[src/rtl/gfb_pkg.sv]
package gfb_pkg;
  typedef enum logic [1:0] {
    MODE_OFF   = 2'b00,
    MODE_SHORT = 2'b01,
    MODE_MED   = 2'b10,
    MODE_LONG  = 2'b11
  } gf_mode_e;

  // Number of qualifying samples a mode needs before the output moves.
  function automatic int unsigned run_target(gf_mode_e m, int unsigned short_n,
                                             int unsigned med_n, int unsigned long_t);
    case (m)
      MODE_SHORT: return short_n;
      MODE_MED:   return med_n;
      MODE_LONG:  return long_t;
      default:    return 1;
    endcase
  endfunction

  // Whether this cycle counts as a sample for the given mode.
  function automatic logic sample_strobe(gf_mode_e m, logic tick);
    return (m == MODE_LONG) ? tick : 1'b1;
  endfunction
endpackage

[src/rtl/gfb_sync.sv]
module gfb_sync #(
  parameter int unsigned WIDTH = 8
) (
  input  logic             clk,
  input  logic             rst,
  input  logic [WIDTH-1:0] async_in,
  output logic [WIDTH-1:0] sync_out
);
  logic [WIDTH-1:0] meta_q;
  logic [WIDTH-1:0] stab_q;

  always_ff @(posedge clk) begin
    if (rst) begin
      meta_q <= '0;
      stab_q <= '0;
    end else begin
      meta_q <= async_in;
      stab_q <= meta_q;
    end
  end

  assign sync_out = stab_q;
endmodule

[src/rtl/gfb_prescaler.sv]
module gfb_prescaler #(
  parameter int unsigned PRESCALE = 400
) (
  input  logic clk,
  input  logic rst,
  output logic tick
);
  localparam int unsigned PW = $clog2(PRESCALE + 1);
  localparam logic [PW-1:0] LAST = PW'(PRESCALE - 1);

  logic [PW-1:0] div_q;

  always_ff @(posedge clk) begin
    if (rst)               div_q <= '0;
    else if (div_q == LAST) div_q <= '0;
    else                   div_q <= div_q + 1'b1;
  end

  assign tick = (div_q == LAST);
endmodule

[src/rtl/gfb_channel.sv]
module gfb_channel
  import gfb_pkg::*;
#(
  parameter int unsigned SHORT_N    = 5,
  parameter int unsigned MED_N      = 257,
  parameter int unsigned LONG_TICKS = 254
) (
  input  logic       clk,
  input  logic       rst,
  input  logic       smp,
  input  logic [1:0] mode,
  input  logic       route,
  input  logic       tick,
  output logic       filt,
  output logic       out
);
  localparam int unsigned MAXN = (MED_N > LONG_TICKS) ? MED_N : LONG_TICKS;
  localparam int unsigned CW   = $clog2(MAXN + 1);

  gf_mode_e      m;
  logic [1:0]    mode_q;
  logic [CW-1:0] cnt_q;
  logic [CW-1:0] target;
  logic          mode_chg;
  logic          mismatch;
  logic          strobe;
  logic          filt_q;

  assign m        = gf_mode_e'(mode);
  assign target   = CW'(run_target(m, SHORT_N, MED_N, LONG_TICKS) - 1);
  assign mode_chg = (mode != mode_q);
  assign mismatch = (smp != filt_q);
  assign strobe   = sample_strobe(m, tick);

  always_ff @(posedge clk) begin
    if (rst) begin
      filt_q <= 1'b0;
      cnt_q  <= '0;
      mode_q <= MODE_OFF;
    end else begin
      mode_q <= mode;
      if (m == MODE_OFF) begin
        filt_q <= smp;
        cnt_q  <= '0;
      end else if (mode_chg || !mismatch) begin
        cnt_q <= '0;
      end else if (strobe) begin
        if (cnt_q == target) begin
          filt_q <= smp;
          cnt_q  <= '0;
        end else begin
          cnt_q <= cnt_q + 1'b1;
        end
      end
    end
  end

  assign filt = filt_q;
  assign out  = (route || m == MODE_OFF) ? smp : filt_q;
endmodule

[src/rtl/glitch_filter_bank.sv]
module glitch_filter_bank #(
  parameter int unsigned NUM_CH     = 8,
  parameter int unsigned SHORT_N    = 5,
  parameter int unsigned MED_N      = 257,
  parameter int unsigned LONG_TICKS = 254,
  parameter int unsigned PRESCALE   = 400
) (
  input  logic                  clk_filt,
  input  logic                  rst_filt,
  input  logic [NUM_CH-1:0]     raw_in,
  input  logic [2*NUM_CH-1:0]   mode_sel,
  input  logic [NUM_CH-1:0]     direct_route,
  output logic [NUM_CH-1:0]     clean_out
);
  logic [NUM_CH-1:0] sync_lvl;
  logic [NUM_CH-1:0] filt_lvl;
  logic              long_tick;

  gfb_sync #(.WIDTH(NUM_CH)) u_sync (
    .clk(clk_filt), .rst(rst_filt), .async_in(raw_in), .sync_out(sync_lvl)
  );

  gfb_prescaler #(.PRESCALE(PRESCALE)) u_pre (
    .clk(clk_filt), .rst(rst_filt), .tick(long_tick)
  );

  for (genvar i = 0; i < NUM_CH; i++) begin : g_ch
    gfb_channel #(
      .SHORT_N(SHORT_N), .MED_N(MED_N), .LONG_TICKS(LONG_TICKS)
    ) u_ch (
      .clk  (clk_filt),
      .rst  (rst_filt),
      .smp  (sync_lvl[i]),
      .mode (mode_sel[2*i +: 2]),
      .route(direct_route[i]),
      .tick (long_tick),
      .filt (filt_lvl[i]),
      .out  (clean_out[i])
    );
  end
endmodule

[config.mk]
export PLATFORM = sky130hd
export DESIGN_NAME = glitch_filter_bank
export DESIGN_NICKNAME = d
export VERILOG_FILES = /design/src/rtl/gfb_pkg.sv /design/src/rtl/gfb_sync.sv /design/src/rtl/gfb_prescaler.sv /design/src/rtl/gfb_channel.sv /design/src/rtl/glitch_filter_bank.sv
export SDC_FILE = /design/constraint.sdc
export NUM_CORES = 1
export LEC_CHECK = 0
export BUFFER_PORTS_ARGS = -buffer_cell sky130_fd_sc_hd__buf_2
export CAP_MARGIN = 15
export CELL_PAD_IN_SITES_DETAIL_PLACEMENT = 1
export CELL_PAD_IN_SITES_GLOBAL_PLACEMENT = 1
export CORE_MARGIN = 8
export CORE_UTILIZATION = 52
export CTS_BUF_LIST = sky130_fd_sc_hd__clkbuf_4 sky130_fd_sc_hd__clkbuf_8
export DETAILED_ROUTE_END_ITERATION = 10
export HOLD_SLACK_MARGIN = 0.1
export PLACE_DENSITY_LB_ADDON = 0.1
export REMOVE_ABC_BUFFERS = 1
export SLEW_MARGIN = 20
export SYNTH_ARGS = -nofsm -noshare
export SYNTH_HDL_FRONTEND = slang
export SYNTH_SLANG_ARGS = --single-unit
[constraint.sdc]
create_clock -name clk_filt -period 6.15 [get_ports clk_filt]
set_input_delay 0.615 -clock clk_filt [delete_from_list [all_inputs] [get_ports clk_filt]]
set_output_delay 0.615 -clock clk_filt [all_outputs]
set_load 0.01 [all_outputs]
==> flow_summary.json <==
{
  "yosysSeqAreaShare": 0.405,
  "yosysTopAreaCellShare": 0.405,
  "hold_violations": 0,
  "drc": 0,
  "num-nets-final": 759,
  "fill_cells": 1341,
  "clock_latency_ns": 0.46,
  "wire_per_inst_um": 17.1,
  "start_util": 0.528,
  "num_io_pins": 42,
  "hpwlAfterDp_um": 9900,
  "grt_pass1_wl_um": 24900,
  "relSlewSlack": 0.287,
  "cts_hold_buf": 0,
  "hold_path.class": "in -> reg",
  "die-height_um": 123,
  "grt_setup_unrepaired": "false",
  "finish.utilization": 0.595,
  "routed_via_density": 5.73,
  "yosys.area.top_type": "dfxtp_1",
  "peakVddDrop_mv": 0.214,
  "h-tree-depth": 4,
  "cts_made_buffers": 17,
  "first_global_vias": 5395,
  "critPathMaxFanout": 12,
  "synth_flop_cell": "dfxtp_1",
  "power_frac_clock": 0.512,
  "synth_area_leaders": "dfxtp_1 (41%), xnor2_1 (7.9%), xor2_1 (6.5%), nor2_1 (6.0%), nor2b_1 (3.8%)",
  "yosys-top-cells-count": "dfxtp_1 (121), nor2_1 (95), nand2_1 (56)",
  "synth_cells": 687,
  "crit_path_start_kind": "flip-flop",
  "grt_start_max_net_pins": 51,
  "max_cap_viol_count": 0,
  "die-area_um2": 15200,
  "grt_usage": 0.205,
  "status": "finished clean",
  "drive_gt1_frac": 0.133,
  "cp.arrival_ns": 2.94,
  "power.internal_mw": 1.47,
  "post-route-period-util": 0.429,
  "yosysMostFrequentCell": "dfxtp_1",
  "synth_area_per_cell_um2": 8.70,
  "power.leakage_nw": 2.42,
  "worst_pin_slew_ns": 1.07,
  "area_growth_pct": 12.8,
  "chipWidth_um": 123,
  "core_um2": 11300,
  "synth_edf_count": 0,
  "clock-sinks": 121,
  "fmax_ghz": 0.379,
  "ys_ff_latch": 121,
  "via_count": 4995,
  "p_per_area_nw_per_um2": 276,
  "cts_buffer_depth": 2,
  "post_cts_buffers": 0,
  "fin_tns_setup_ns": 0,
  "cts_tree": "built",
  "finalSetupViolCount": 0,
  "yosysWarnings": 0,
  "synth_cell_type_count": 50,
  "drv_slew": 0,
  "p_sw_mw": 0.388,
  "drt-initial-drc-count": 171,
  "fp-row-count": 39,
  "cp-end-kind": "flip-flop",
  "ctsResizeCount": 0,
  "antenna_left": 0,
  "postSynth.asyncResetShare": 0,
  "grt_antenna_before_repair": 0,
  "fin_skew_ns": 0.0142,
  "swShare": 0.209,
  "cp.required_ns": 6.45,
  "pwr-share-seq": 0.433,
  "diodes": 0,
  "synth_area_um2": 5970,
  "root_buffer": "clkbuf_8",
  "io_buffers": 41,
  "critPathKind": "reg -> reg",
  "wl_um": 14900,
  "gp_congestion": 0.811,
  "clkSlewWorstSetupHoldPaths_ns": 0.08,
  "drt_pre_antenna_iters": 4,
  "p_comb_frac": 0.055,
  "gr-total-overflow": 0,
  "min_period_ns": 2.64
}
==> metal layers <==
| layer | track usage | up-vias | share of wire |
|---|---|---|---|
| met3 | 0.0479 | 32 | 0.029 |
| met4 | 0.102 | 0 | 0.026 |
| met2 | 0.369 | 74 | 0.52 |
| met5 | 0 | - | 0 |
| met1 | 0.221 | 2442 | 0.43 |
| li1 | - | 2447 | - |
==> power groups by stage <==
| stage | Combinational [mW] | Sequential (mW) | Clock (mW) |
|---|---|---|---|
| after floorplan | 0.0602 | 0.821 | 0 |
| after global routing | 0.113 | 0.807 | 1.00 |
| after global placement | 0.0967 | 0.823 | 0 |
| after detailed placement | 0.102 | 0.824 | 0 |
| after CTS | 0.103 | 0.806 | 0.972 |
| final | 0.103 | 0.806 | 0.951 |
==> state kept, by name, indices dropped and copies added (netlist names) <==
signal / flops
u_sync.sync_out: 8
u_sync.meta_q: 8
g_ch.u_ch.filt: 8
u_pre.div_q: 9
g_ch.u_ch.cnt_q: 72
g_ch.u_ch.mode_q: 16
==> cells in the final DEF, fill, tap and decap left out, types with 7 or more instances in the layout <==
master,netlist,final
o21ai_0,14,14
a21oi_1,17,17
and3_1,8,8
buf_2,6,41
or4_1,10,10
nand3_1,18,18
nor2b_1,36,36
bufinv_16,0,8
nor4_1,23,23
nor2_1,95,95
or3_1,10,10
dfxtp_1,121,121
xor2_1,44,44
nor3_1,23,23
nand4_1,28,28
xnor2_1,54,54
and2_1,8,8
mux2i_1,10,10
nand2_1,56,56
clkbuf_8,0,19
ha_1,9,9
mux2_2,7,7
inv_1,8,8
==> final timing paths <==
check	start	to	slack (ns)	cells after the start
setup / recovery	u_pre.div_q[3]$_SDFF_PP0_	g_ch[7].u_ch.cnt_q[1]$_SDFFE_PP0P_	3.51	5
hold / removal	raw_in[3]	u_sync.meta_q[3]$_SDFF_PP0_	0.37	2
setup reg to reg	u_pre.div_q[3]$_SDFF_PP0_	g_ch[7].u_ch.cnt_q[1]$_SDFFE_PP0P_	3.51	5
hold reg to reg	u_sync.meta_q[0]$_SDFF_PP0_	u_sync.sync_out[0]$_SDFF_PP0_	0.45	1
==> metrics by stage <==
step / cells / power, mW / cell area, um^2 / setup WS, ns / hold WS, ns
after floorplan: 652 / 0.881 / 5790 / 3.93 / 0.414
after global placement: 840 / 0.919 / 6200 / 3.69 / 0.416
after detailed placement: 840 / 0.926 / 6200 / 3.58 / 0.434
after CTS: 872 / 1.88 / 6740 / 3.50 / 0.347
after global routing: 872 / 1.92 / 6740 / 3.26 / 0.356
final: 872 / 1.86 / 6740 / 3.51 / 0.373
==> critical path: stages, from the launching register on <==
cell and delay (ns):
dfxtp_1 0.43, nor4bb_1 0.63, buf_4 0.24, a21oi_1 0.30, o2111ai_1 0.75, nor2_1 0.15
==> cell type report <==
type / count / area, um^2 / share of cell area
inverter: 8 / 30.0 / 0.00445
sequential: 121 / 2420 / 0.359
clock buffer: 20 / 269 / 0.0399
clock inverter: 12 / 268 / 0.0397
tap: 143 / 179 / 0.0265
multi-input combinational: 523 / 3340 / 0.495
timing repair buffer: 45 / 235 / 0.0349
==> logic make-up after synthesis <==
| kind of cell | synth area share |
|---|---|
| flip-flops | 0.405 |
| adder cells (fa/ha/maj) | 0.0188 |
| XOR/XNOR | 0.144 |
| multiplexers | 0.0299 |
| AND/OR/NAND/NOR | 0.297 |
| AO/OA/AOI/OAI | 0.0697 |
| buffers and inverters | 0.0358 |
(Power assumes the default switching activity.)
